===== config.mk =====
export PLATFORM = sky130hd
export DESIGN_NAME = d2s_store_conv
export DESIGN_NICKNAME = d
export VERILOG_FILES = /design/src/rtl/d2s_pkg.sv /design/src/rtl/d2s_classify.sv /design/src/rtl/d2s_denorm_shift.sv /design/src/rtl/d2s_store_conv.sv
export SDC_FILE = /design/constraint.sdc
export NUM_CORES = 1
export LEC_CHECK = 0
export BUFFER_PORTS_ARGS = -buffer_cell sky130_fd_sc_hd__buf_2
export CORE_MARGIN = 3
export CORE_UTILIZATION = 45
export DETAILED_ROUTE_END_ITERATION = 10
export PLACE_DENSITY = 0.81
export SLEW_MARGIN = 20
export SYNTH_ARGS = -nofsm -noshare
export SYNTH_HDL_FRONTEND = slang
export SYNTH_SLANG_ARGS = --single-unit

===== constraint.sdc =====
create_clock -name clk -period 3.1 [get_ports clk]
set_input_delay 0.775 -clock clk [delete_from_list [all_inputs] [get_ports clk]]
set_output_delay 0.775 -clock clk [all_outputs]
set_load 0.05 [all_outputs]

===== src/rtl/d2s_pkg.sv =====
package d2s_pkg;
   // Which of the three conversion routes an operand takes
   typedef enum logic [1:0] {
      PATH_COPY   = 2'd0,
      PATH_DENORM = 2'd1,
      PATH_ZERO   = 2'd2
   } path_e;
endpackage


===== src/rtl/d2s_classify.sv =====
module d2s_classify
   import d2s_pkg::*;
#(
   parameter int DW         = 64,
   parameter int OW         = 32,
   parameter int EXP_W      = 11,
   parameter int DROP       = 3,
   parameter int COPY_ABOVE = 896,
   parameter int DENORM_LO  = 874,
   parameter int CNT_W      = 5
) (
   input  logic [DW-1:0]    op,
   output path_e            path,
   output logic [CNT_W-1:0] steps,
   output logic [OW-1:0]    copy_word
);
   localparam logic [EXP_W-1:0] COPY_ABOVE_V = EXP_W'(COPY_ABOVE);
   localparam logic [EXP_W-1:0] DENORM_LO_V  = EXP_W'(DENORM_LO);
   localparam logic [CNT_W-1:0] STEP_BASE    = CNT_W'(COPY_ABOVE + 1);

   logic [EXP_W-1:0] bexp;
   logic             mag_zero;

   assign bexp     = op[DW-2 -: EXP_W];
   assign mag_zero = (op[DW-2:0] == '0);

   // copy route keeps sign and exponent MSB, skips DROP exponent bits
   assign copy_word = {op[DW-1 -: 2], op[DW-3-DROP -: OW-2]};

   // result is below 32 for every exponent in the window, so the
   // truncated subtraction is exact there
   assign steps = STEP_BASE - bexp[CNT_W-1:0];

   always_comb begin
      if (bexp > COPY_ABOVE_V || mag_zero)
         path = PATH_COPY;
      else if (bexp >= DENORM_LO_V)
         path = PATH_DENORM;
      else
         path = PATH_ZERO;
   end
endmodule


===== src/rtl/d2s_denorm_shift.sv =====
module d2s_denorm_shift #(
   parameter int SIG_W      = 53,
   parameter int OUT_FRAC_W = 23,
   parameter int MAX_STEPS  = 23,
   parameter int CNT_W      = 5
) (
   input  logic                  clk,
   input  logic                  rst,
   input  logic                  load,
   input  logic                  sign_in,
   input  logic [SIG_W-1:0]      sig_in,
   input  logic [CNT_W-1:0]      steps_in,
   output logic                  busy,
   output logic                  last,
   output logic                  sign_out,
   output logic [OUT_FRAC_W-1:0] frac_out
);
   logic [SIG_W-1:0] sig_q;
   logic [CNT_W-1:0] cnt_q;
   logic             sign_q;

   always_ff @(posedge clk) begin
      if (rst) begin
         cnt_q  <= '0;
         sig_q  <= '0;
         sign_q <= 1'b0;
      end else if (load) begin
         cnt_q  <= steps_in;
         sig_q  <= sig_in;
         sign_q <= sign_in;
      end else if (busy) begin
         cnt_q <= cnt_q - 1'b1;
         sig_q <= sig_q >> 1;
      end
   end

   assign busy     = (cnt_q != '0);
   assign last     = (cnt_q == CNT_W'(1));
   assign sign_out = sign_q;
   // field of the significand as it will be after the final shift
   assign frac_out = sig_q[SIG_W-1 -: OUT_FRAC_W];

   // a loaded step count lies inside the window
   a_r4_load_range: assert property (@(posedge clk) disable iff (rst)
      load |-> (steps_in != '0) && (steps_in <= CNT_W'(MAX_STEPS)));

   // a running count only decrements, no reload while busy
   a_r7_steady_count: assert property (@(posedge clk) disable iff (rst)
      (busy && !last) |=> busy && (cnt_q == $past(cnt_q) - 1'b1));

   a_r4_last_ends: assert property (@(posedge clk) disable iff (rst)
      (last && !load) |=> !busy);
endmodule


===== src/rtl/d2s_store_conv.sv =====
module d2s_store_conv
   import d2s_pkg::*;
#(
   parameter int DW        = 64,
   parameter int OW        = 32,
   parameter int EXP_W     = 11,
   parameter int OUT_EXP_W = 8
) (
   input  logic          clk,
   input  logic          rst,
   input  logic          start,
   input  logic [DW-1:0] op_in,
   output logic          done,
   output logic [OW-1:0] word_out
);
   localparam int FRAC_W     = DW - 1 - EXP_W;
   localparam int OUT_FRAC_W = OW - 1 - OUT_EXP_W;
   localparam int SIG_W      = FRAC_W + 1;
   localparam int DROP       = EXP_W - OUT_EXP_W;
   localparam int BIAS_IN    = (1 << (EXP_W - 1)) - 1;
   localparam int BIAS_OUT   = (1 << (OUT_EXP_W - 1)) - 1;
   localparam int COPY_ABOVE = BIAS_IN - BIAS_OUT;
   localparam int MAX_STEPS  = OUT_FRAC_W;
   localparam int DENORM_LO  = COPY_ABOVE - MAX_STEPS + 1;
   localparam int CNT_W      = $clog2(MAX_STEPS + 1);

   generate
      if (OUT_EXP_W >= EXP_W) begin : g_bad_exp
         $error("output exponent must be narrower than input exponent");
      end
      if (OUT_FRAC_W > FRAC_W) begin : g_bad_frac
         $error("output fraction wider than input fraction");
      end
      if (DW - DROP - OW < 0) begin : g_bad_copy
         $error("copy field does not fit in the operand");
      end
      if (COPY_ABOVE + 1 >= (1 << CNT_W) * 64) begin : g_bad_cnt
         $error("step counter too narrow");
      end
   endgenerate

   path_e                 path;
   logic [CNT_W-1:0]      steps;
   logic [OW-1:0]         copy_word;
   logic                  busy, last, sh_sign, accept, load;
   logic [OUT_FRAC_W-1:0] sh_frac;

   d2s_classify #(
      .DW(DW), .OW(OW), .EXP_W(EXP_W), .DROP(DROP),
      .COPY_ABOVE(COPY_ABOVE), .DENORM_LO(DENORM_LO), .CNT_W(CNT_W)
   ) u_classify (
      .op(op_in), .path(path), .steps(steps), .copy_word(copy_word)
   );

   assign accept = start && !busy;
   assign load   = accept && (path == PATH_DENORM);

   d2s_denorm_shift #(
      .SIG_W(SIG_W), .OUT_FRAC_W(OUT_FRAC_W),
      .MAX_STEPS(MAX_STEPS), .CNT_W(CNT_W)
   ) u_shift (
      .clk(clk), .rst(rst), .load(load),
      .sign_in(op_in[DW-1]), .sig_in({1'b1, op_in[FRAC_W-1:0]}),
      .steps_in(steps), .busy(busy), .last(last),
      .sign_out(sh_sign), .frac_out(sh_frac)
   );

   always_ff @(posedge clk) begin
      if (rst) begin
         done     <= 1'b0;
         word_out <= '0;
      end else begin
         done <= 1'b0;
         if (last) begin
            done     <= 1'b1;
            word_out <= {sh_sign, {OUT_EXP_W{1'b0}}, sh_frac};
         end else if (accept && path != PATH_DENORM) begin
            done     <= 1'b1;
            word_out <= (path == PATH_COPY) ? copy_word : '0;
         end
      end
   end

   // copy route carries the top two operand bits through
   a_r1_copy_top: assert property (@(posedge clk) disable iff (rst)
      (accept && path == PATH_COPY) |=>
         done && (word_out[OW-1 -: 2] == $past(op_in[DW-1 -: 2])));

   // undefined range yields zero word
   a_r5_undef_zero: assert property (@(posedge clk) disable iff (rst)
      (accept && path == PATH_ZERO) |=> done && (word_out == '0));

   // shift result has cleared exponent field
   a_r3_denorm_field: assert property (@(posedge clk) disable iff (rst)
      last |=> done && (word_out[OW-2 -: OUT_EXP_W] == '0));

   // every done pulse comes from an accept or a finishing shift
   a_r6_done_origin: assert property (@(posedge clk) disable iff (rst)
      done |-> ($past(accept) && $past(path) != PATH_DENORM) || $past(last));

   // a request during a shift produces no pulse next cycle
   a_r7_busy_quiet: assert property (@(posedge clk) disable iff (rst)
      (busy && !last) |=> !done);
endmodule


==> results.py, run 1 <==
metrics = {
    "status": {
        "status": "finished clean",
    },
    "clocking": {
        "cts-root-buf": "clkbuf_8",
        "cts_resized": 0,
        "cts_hold_buf": 0,
        "cts.sinks": 62,
        "insertion_delay_ns": 0.34,
        "htree_levels": 3,
        "cts_setup_buffers": 0,
        "cts.clk_slew.worst_paths_ns": 0.07,
        "cts.path.max_buffers": 2,
        "numCtsBuffers": 9,
        "cts_tree": "built",
    },
    "setup_path": {
        "critPathCapture": "u_shift.sig_q[34]",
        "end_kind": "register",
        "worst_ep_required_time_ns": 3.37,
        "regToRegEndpoint": "u_shift.sig_q[34]",
        "path_class": "register to register",
        "reg2regPathDepth": 9,
        "path_delay_family": "buffers and inverters",
        "critPathArrivalTime_ns": 2.61,
        "critPathBufInv": 3,
        "worst-r2r-setup-slack_ns": 0.76,
        "crit_path_start": "u_shift.cnt_q[0]",
        "worstPathCellList": "inv_1 > ha_1 > nor4b_4 > buf_4 > and2_1 > o21a_1 > buf_4 > a22oi_1 > a21oi_1",
        "path_depth": 9,
        "r2r-start": "u_shift.cnt_q[0]",
        "start_kind": "register",
        "crit_top_cell": "buf_4",
        "slowest_stage": "buf_4",
        "max_stage_delay_ns": 0.35,
        "crit_path_max_fanout": 28,
    },
    "synth": {
        "syn_avg_cell_area_sq_um": 9.58,
        "synthFlopType": "dfxtp_1",
        "syn_nets": 369,
        "synth-async-reset-ratio_pct": 0,
        "syn_area_sq_um": 2850,
        "synth-seq-cells": 62,
        "synth-edff-count": 0,
        "synth-seq-area-share_pct": 43.6,
        "synth.top_cell.area_share_pct": 43.6,
        "syn_inst": 297,
        "synth_area_leaders": "dfxtp_1 (44%), a22oi_1 (12%), o2bb2ai_1 (7.4%)",
        "synthDistinctLibCells": 43,
        "yosys.area.top_type": "dfxtp_1",
        "yosys_warnings": 0,
    },
    "routing": {
        "drc": 0,
        "vias": 2832,
        "dr.pass1.iters": 5,
        "via_per_inst": 6.03,
        "detail-route-antenna-nets": 0,
        "routed_wl_mm": 7.85,
        "drt-wirelength-per-cell_um": 16.7,
        "drt_iter0_markers": 205,
    },
    "grt": {
        "grt_pass1_vias": 2626,
        "grt_use_met1_pct": 26.6,
        "grtUsageMet3_pct": 4.03,
        "overflow": 0,
        "grt_antenna_before_repair": 0,
        "grt_use_total_pct": 21.4,
        "grt_max_degree": 34,
        "busiest_layer": "met2",
        "met2_usage_pct": 36.0,
        "grt_pass1_wl_mm": 12.4,
    },
    "placement": {
        "dpl.hpwl_mm": 5.58,
        "dp_slack_ns": 0.404,
        "gp_congestion": 0.828,
        "port_buffers": 99,
    },
    "cells_and_area": {
        "syn_to_final_growth_pct": 25.7,
        "fin_nets": 462,
        "multi_input_area_sq_um": 1460,
        "n_antenna_cell": 0,
        "n_fill_cell": 535,
        "final_common_cell": "buf_2",
        "layout_common_cells": "buf_2 (99), dfxtp_1 (62), a22oi_1 (47), a21oi_1 (29), nand3_1 (25)",
        "seq_area_sq_um": 1240,
        "final_util_pct": 59.4,
        "drive_gt1_share_pct": 35.4,
    },
    "pwr": {
        "powerDensity_nw_per_um2": 730,
        "p_leak_nw": 1.40,
        "irDropWorstVdd_mv": 0.390,
    },
    "sta": {
        "max_freq_ghz": 0.428,
        "setup_tns_ns": 0,
        "timing.hold.ws_ns": 0.459,
        "rsz0062_at_grt": "false",
        "hold_viol": 0,
        "worstMarginPinSlew_ns": 0.849,
        "setup_viol": 0,
        "finalCritPeriodShare_pct": 75.4,
        "fin_ws_ns": 0.763,
        "slew_headroom_pct": 43.3,
        "min_period_ns": 2.34,
        "final_max_slew_viol_count": 0,
        "fin_worst_skew_ns": 0.00826,
    },
    "die": {
        "die_height_um": 85.5,
        "die_w_um": 85.5,
        "row_count": 28,
        "die_area_sq_um": 7320,
        "io_pins": 100,
        "design.core.area_sq_um": 6030,
        "start_util_pct": 47.2,
    },
    "flow_run": {
        "maxCapViolations": 0,
    },
    "min_path": {
        "hold_path_class": "register to register",
    },
}
sequential cells by signal, indices dropped and copies added, names as in the netlist:
| name | count |
|---|---|
| u_shift.sig_q | 23 |
| u_shift.sign_out | 1 |
| word_out | 32 |
| u_shift.cnt_q | 5 |
| done | 1 |
cells by family after synthesis:
logic type | count (synthesis) | share of synthesized area (%)
simple gates | 76 | 15.3
flops | 62 | 43.6
fa+ha+maj | 5 | 2.20
compound gates | 118 | 31.3
mux | 2 | 0.747
buf+inv | 30 | 5.54
xor+xnor | 4 | 1.23
metal layers:
metal  vias to the layer above  wire length, um  share of wire [%]
met4                         0              182                2.3
met1                      1334             3310                 42
met3                        18              487                6.2
li1                       1350                -                  -
met5                         -                0                  0
met2                       130             3870                 49
synth_stat cells, types with 2 or more instances:
library cell,instances
dfxtp_1,62
a22oi_1,47
a21oi_1,29
nand3_1,25
o2bb2ai_1,24
nor4_1,13
clkbuf_1,11
nor2_1,9
nand2_1,7
nor3_1,7
buf_2,6
a22o_2,5
ha_1,5
inv_1,5
buf_4,4
a22o_1,3
buf_6,3
xnor2_1,3
a31oi_1,2
and2_1,2
nand4_1,2
nor4b_2,2
cell type report:
cell class / instances / share of cell area [%]
Tap cell: 75 / 2.62
Clock inverter: 6 / 1.71
Inverter: 5 / 0.525
Multi-Input combinational cell: 205 / 40.7
Clock buffer: 10 / 3.85
Timing Repair Buffer: 107 / 15.9
Sequential cell: 62 / 34.7
worst min path at each step:
stage,endpoint,slack [ns],cells after the start,from
after floorplan,u_shift.sign_out,0.44,2,u_shift.sign_out
after global placement,word_out[2],0.44,1,word_out[2]
after detailed placement,word_out[21],0.44,1,word_out[21]
after CTS,u_shift.sign_out,0.46,2,u_shift.sign_out
after global routing,word_out[2],0.47,1,word_out[2]
final,u_shift.sign_out,0.46,2,u_shift.sign_out
worst reg2reg max path, cell delays in order (launching register included):
cell,delay (ns)
dfxtp_1,0.33
inv_1,0.09
ha_1,0.23
nor4b_4,0.28
buf_4,0.35
and2_1,0.31
o21a_1,0.18
buf_4,0.22
a22oi_1,0.11
a21oi_1,0.16
power by group:
group          switching [mW]  internal [mW]  total, mW
combinational           0.691          0.276      0.967
sequential             0.0547          0.879      0.934
clock                   0.322          0.390      0.712
total                    1.07           1.55       2.61
stage by stage:
stage	cell area (sq um)	instances	power (mW)
after floorplan	2850	297	1.66
after global placement	3380	454	1.89
after detailed placement	3380	454	1.91
after CTS	3580	470	2.62
after global routing	3580	470	2.73
final	3580	470	2.61
Power figures use the tool's default switching activity.
==> run 2: changes to the inputs <==
--- a/config.mk
+++ b/config.mk
@@ -9,7 +9,7 @@
 export CORE_MARGIN = 3
 export CORE_UTILIZATION = 45
 export DETAILED_ROUTE_END_ITERATION = 10
-export PLACE_DENSITY = 0.81
+export PLACE_DENSITY = 0.84
 export SLEW_MARGIN = 20
 export SYNTH_ARGS = -nofsm -noshare
 export SYNTH_HDL_FRONTEND = slang
==> constraint.sdc (replaced) <==
create_clock -name clk -period 2 [get_ports clk]
set_input_delay 0.5 -clock clk [delete_from_list [all_inputs] [get_ports clk]]
set_output_delay 0.5 -clock clk [all_outputs]
set_load 0.05 [all_outputs]
==> run 2 against run 1 <==
Against the previous run:
- cell count is 4.0% higher
- die area stayed put
- critical path depth is 1 lower
- clock-buffer cell count is 1 higher
- non-clock buffer count is 19 higher
- sequential share of layout area is 2.5 points lower
- clock skew hardly changed
- critical endpoint is now word_out[4]
- highest routed layer unchanged
==> results.py, run 2 (synthesis gave the netlist of run 1 again) <==
metrics = {
    "placement": {
        "dpl.hpwl_mm": 5.86,
        "port_buffers": 99,
        "gp_congestion": 0.859,
    },
    "routing": {
        "vias": 3002,
        "dr.pass1.iters": 6,
        "detail-route-antenna-nets": 0,
        "routed_wl_mm": 8.39,
        "drc": 0,
        "drt_iter0_markers": 295,
        "drt-wirelength-per-cell_um": 17.2,
        "via_per_inst": 6.14,
    },
    "setup_path": {
        "path_class": "register to register",
        "regToRegEndpoint": "word_out[4]",
        "start_kind": "register",
        "critPathCapture": "word_out[4]",
        "r2r-start": "u_shift.cnt_q[0]",
        "worst-r2r-setup-slack_ns": 0.12,
        "crit_path_start": "u_shift.cnt_q[0]",
        "worst_ep_required_time_ns": 2.27,
        "reg2regPathDepth": 8,
        "critPathArrivalTime_ns": 2.15,
        "end_kind": "register",
        "crit_path_max_fanout": 9,
    },
    "clocking": {
        "cts.path.max_buffers": 2,
        "insertion_delay_ns": 0.34,
        "cts_setup_buffers": 0,
        "cts_tree": "built",
        "cts.sinks": 62,
        "cts.clk_slew.worst_paths_ns": 0.06,
        "numCtsBuffers": 9,
        "cts-root-buf": "clkbuf_8",
        "cts_hold_buf": 0,
        "htree_levels": 3,
        "cts_resized": 0,
    },
    "min_path": {
        "min_path_cells": 3,
        "hold_path_class": "input port to register",
    },
    "sta": {
        "rsz0062_at_grt": "false",
        "max_freq_ghz": 0.532,
        "slew_headroom_pct": 68.4,
        "worstMarginPinSlew_ns": 0.474,
        "fin_worst_skew_ns": 0.00842,
        "finalCritPeriodShare_pct": 94.0,
        "timing.hold.ws_ns": 0.444,
        "setup_tns_ns": 0,
        "final_max_slew_viol_count": 0,
        "hold_viol": 0,
        "setup_viol": 0,
        "min_period_ns": 1.88,
    },
    "grt": {
        "overflow": 0,
        "grt_pass1_vias": 2810,
        "grt_max_degree": 46,
        "grt_use_total_pct": 22.9,
        "grt_antenna_before_repair": 0,
        "grt_pass1_wl_mm": 13.4,
    },
    "pwr": {
        "switchingPower_mw": 1.69,
        "powerDensity_nw_per_um2": 1170,
        "clkPwrFrac_pct": 30.8,
        "internal_power_mw": 2.80,
        "combPwrFrac_pct": 36.9,
        "share_seq_of_total_power_pct": 32.2,
        "p_leak_nw": 1.54,
        "irDropWorstVdd_mv": 0.824,
        "swShare_pct": 37.6,
    },
    "die": {
        "die_area_sq_um": 7320,
        "row_count": 28,
        "design.core.area_sq_um": 6030,
        "io_pins": 100,
        "die_w_um": 85.5,
        "start_util_pct": 47.2,
        "die_height_um": 85.5,
    },
    "cells_and_area": {
        "syn_to_final_growth_pct": 35.3,
        "final_util_pct": 63.9,
        "largest_reg_flops": 32,
        "top_register": "word_out",
        "fin_nets": 481,
        "top_regs": "word_out (32), u_shift.sig_q (23), u_shift.cnt_q (5)",
        "drive_gt1_share_pct": 38.9,
        "n_antenna_cell": 0,
        "final_common_cell": "buf_2",
        "layout_common_cells": "buf_2 (99), dfxtp_1 (62), a22oi_1 (47), a21oi_1 (29), nand3_1 (25)",
    },
    "flow_run": {
        "maxCapViolations": 0,
    },
    "status": {
        "status": "finished clean",
    },
}
[run 2: cell types whose count changed in the layout (fill, tap and decap cells not counted), moves of 2 or more]
cell / change
bufinv_16: +2
buf_12: +4
clkinv_2: -3
buf_4: +15
[run 2: area by class of cell]
class / instances / area [sq um]
clock inverters: 5 / 105
repair buffers: 126 / 761
inverters: 5 / 18.8
multi-input cells: 205 / 1480
fillers: 475 / 2170
clock buffers: 11 / 151
well taps: 75 / 93.8
flip-flops and latches: 62 / 1240
[run 2: how the worst min path moves through the flow]
| stage | slack (ns) | start | end |
|---|---|---|---|
| after floorplan | 0.44 | u_shift.sign_out | u_shift.sign_out |
| after global placement | 0.44 | word_out[3] | word_out[3] |
| after detailed placement | 0.44 | word_out[2] | word_out[2] |
| after CTS | 0.43 | op_in[63] | u_shift.sign_out |
| after global routing | 0.45 | op_in[63] | u_shift.sign_out |
| final | 0.44 | op_in[63] | u_shift.sign_out |
[run 2: critical path, cell delays in order (launching register included)]
cell	delay, ns
dfxtp_1	0.33
inv_1	0.10
ha_1	0.17
nor4b_4	0.32
nand2_2	0.16
nor3b_4	0.26
buf_4	0.21
a22oi_1	0.09
o2bb2ai_1	0.15
[run 2: metal layers]
| layer | vias to the layer above | track usage, % | routed length [um] |
|---|---|---|---|
| li1 | 1387 | - | - |
| met1 | 1472 | 30.0 | 3520 |
| met2 | 117 | 35.7 | 4170 |
| met3 | 26 | 4.90 | 453 |
| met4 | 0 | 11.4 | 246 |
| met5 | - | 0 | 0 |
[run 2: through the flow]
stage               total power, mW  std cells  area (sq um)  setup slack, ns
floorplan                      2.58        297          2850           0.0105
global placement               3.05        473          3570           -0.135
detailed placement             3.08        473          3570           -0.288
CTS                            4.47        489          3830           0.0504
global route                   4.69        489          3850          0.00887
finish                         4.49        489          3850            0.119
[run 2: power groups by stage]
stage / clock network [mW] / logic, mW / registers [mW]
6_report: 1.39 / 1.66 / 1.45
5_1_grt: 1.46 / 1.77 / 1.46
4_1_cts: 1.40 / 1.62 / 1.45
3_5_place_dp: 0 / 1.61 / 1.47
3_3_place_gp: 0 / 1.58 / 1.47
2_1_floorplan: 0 / 0.784 / 1.80
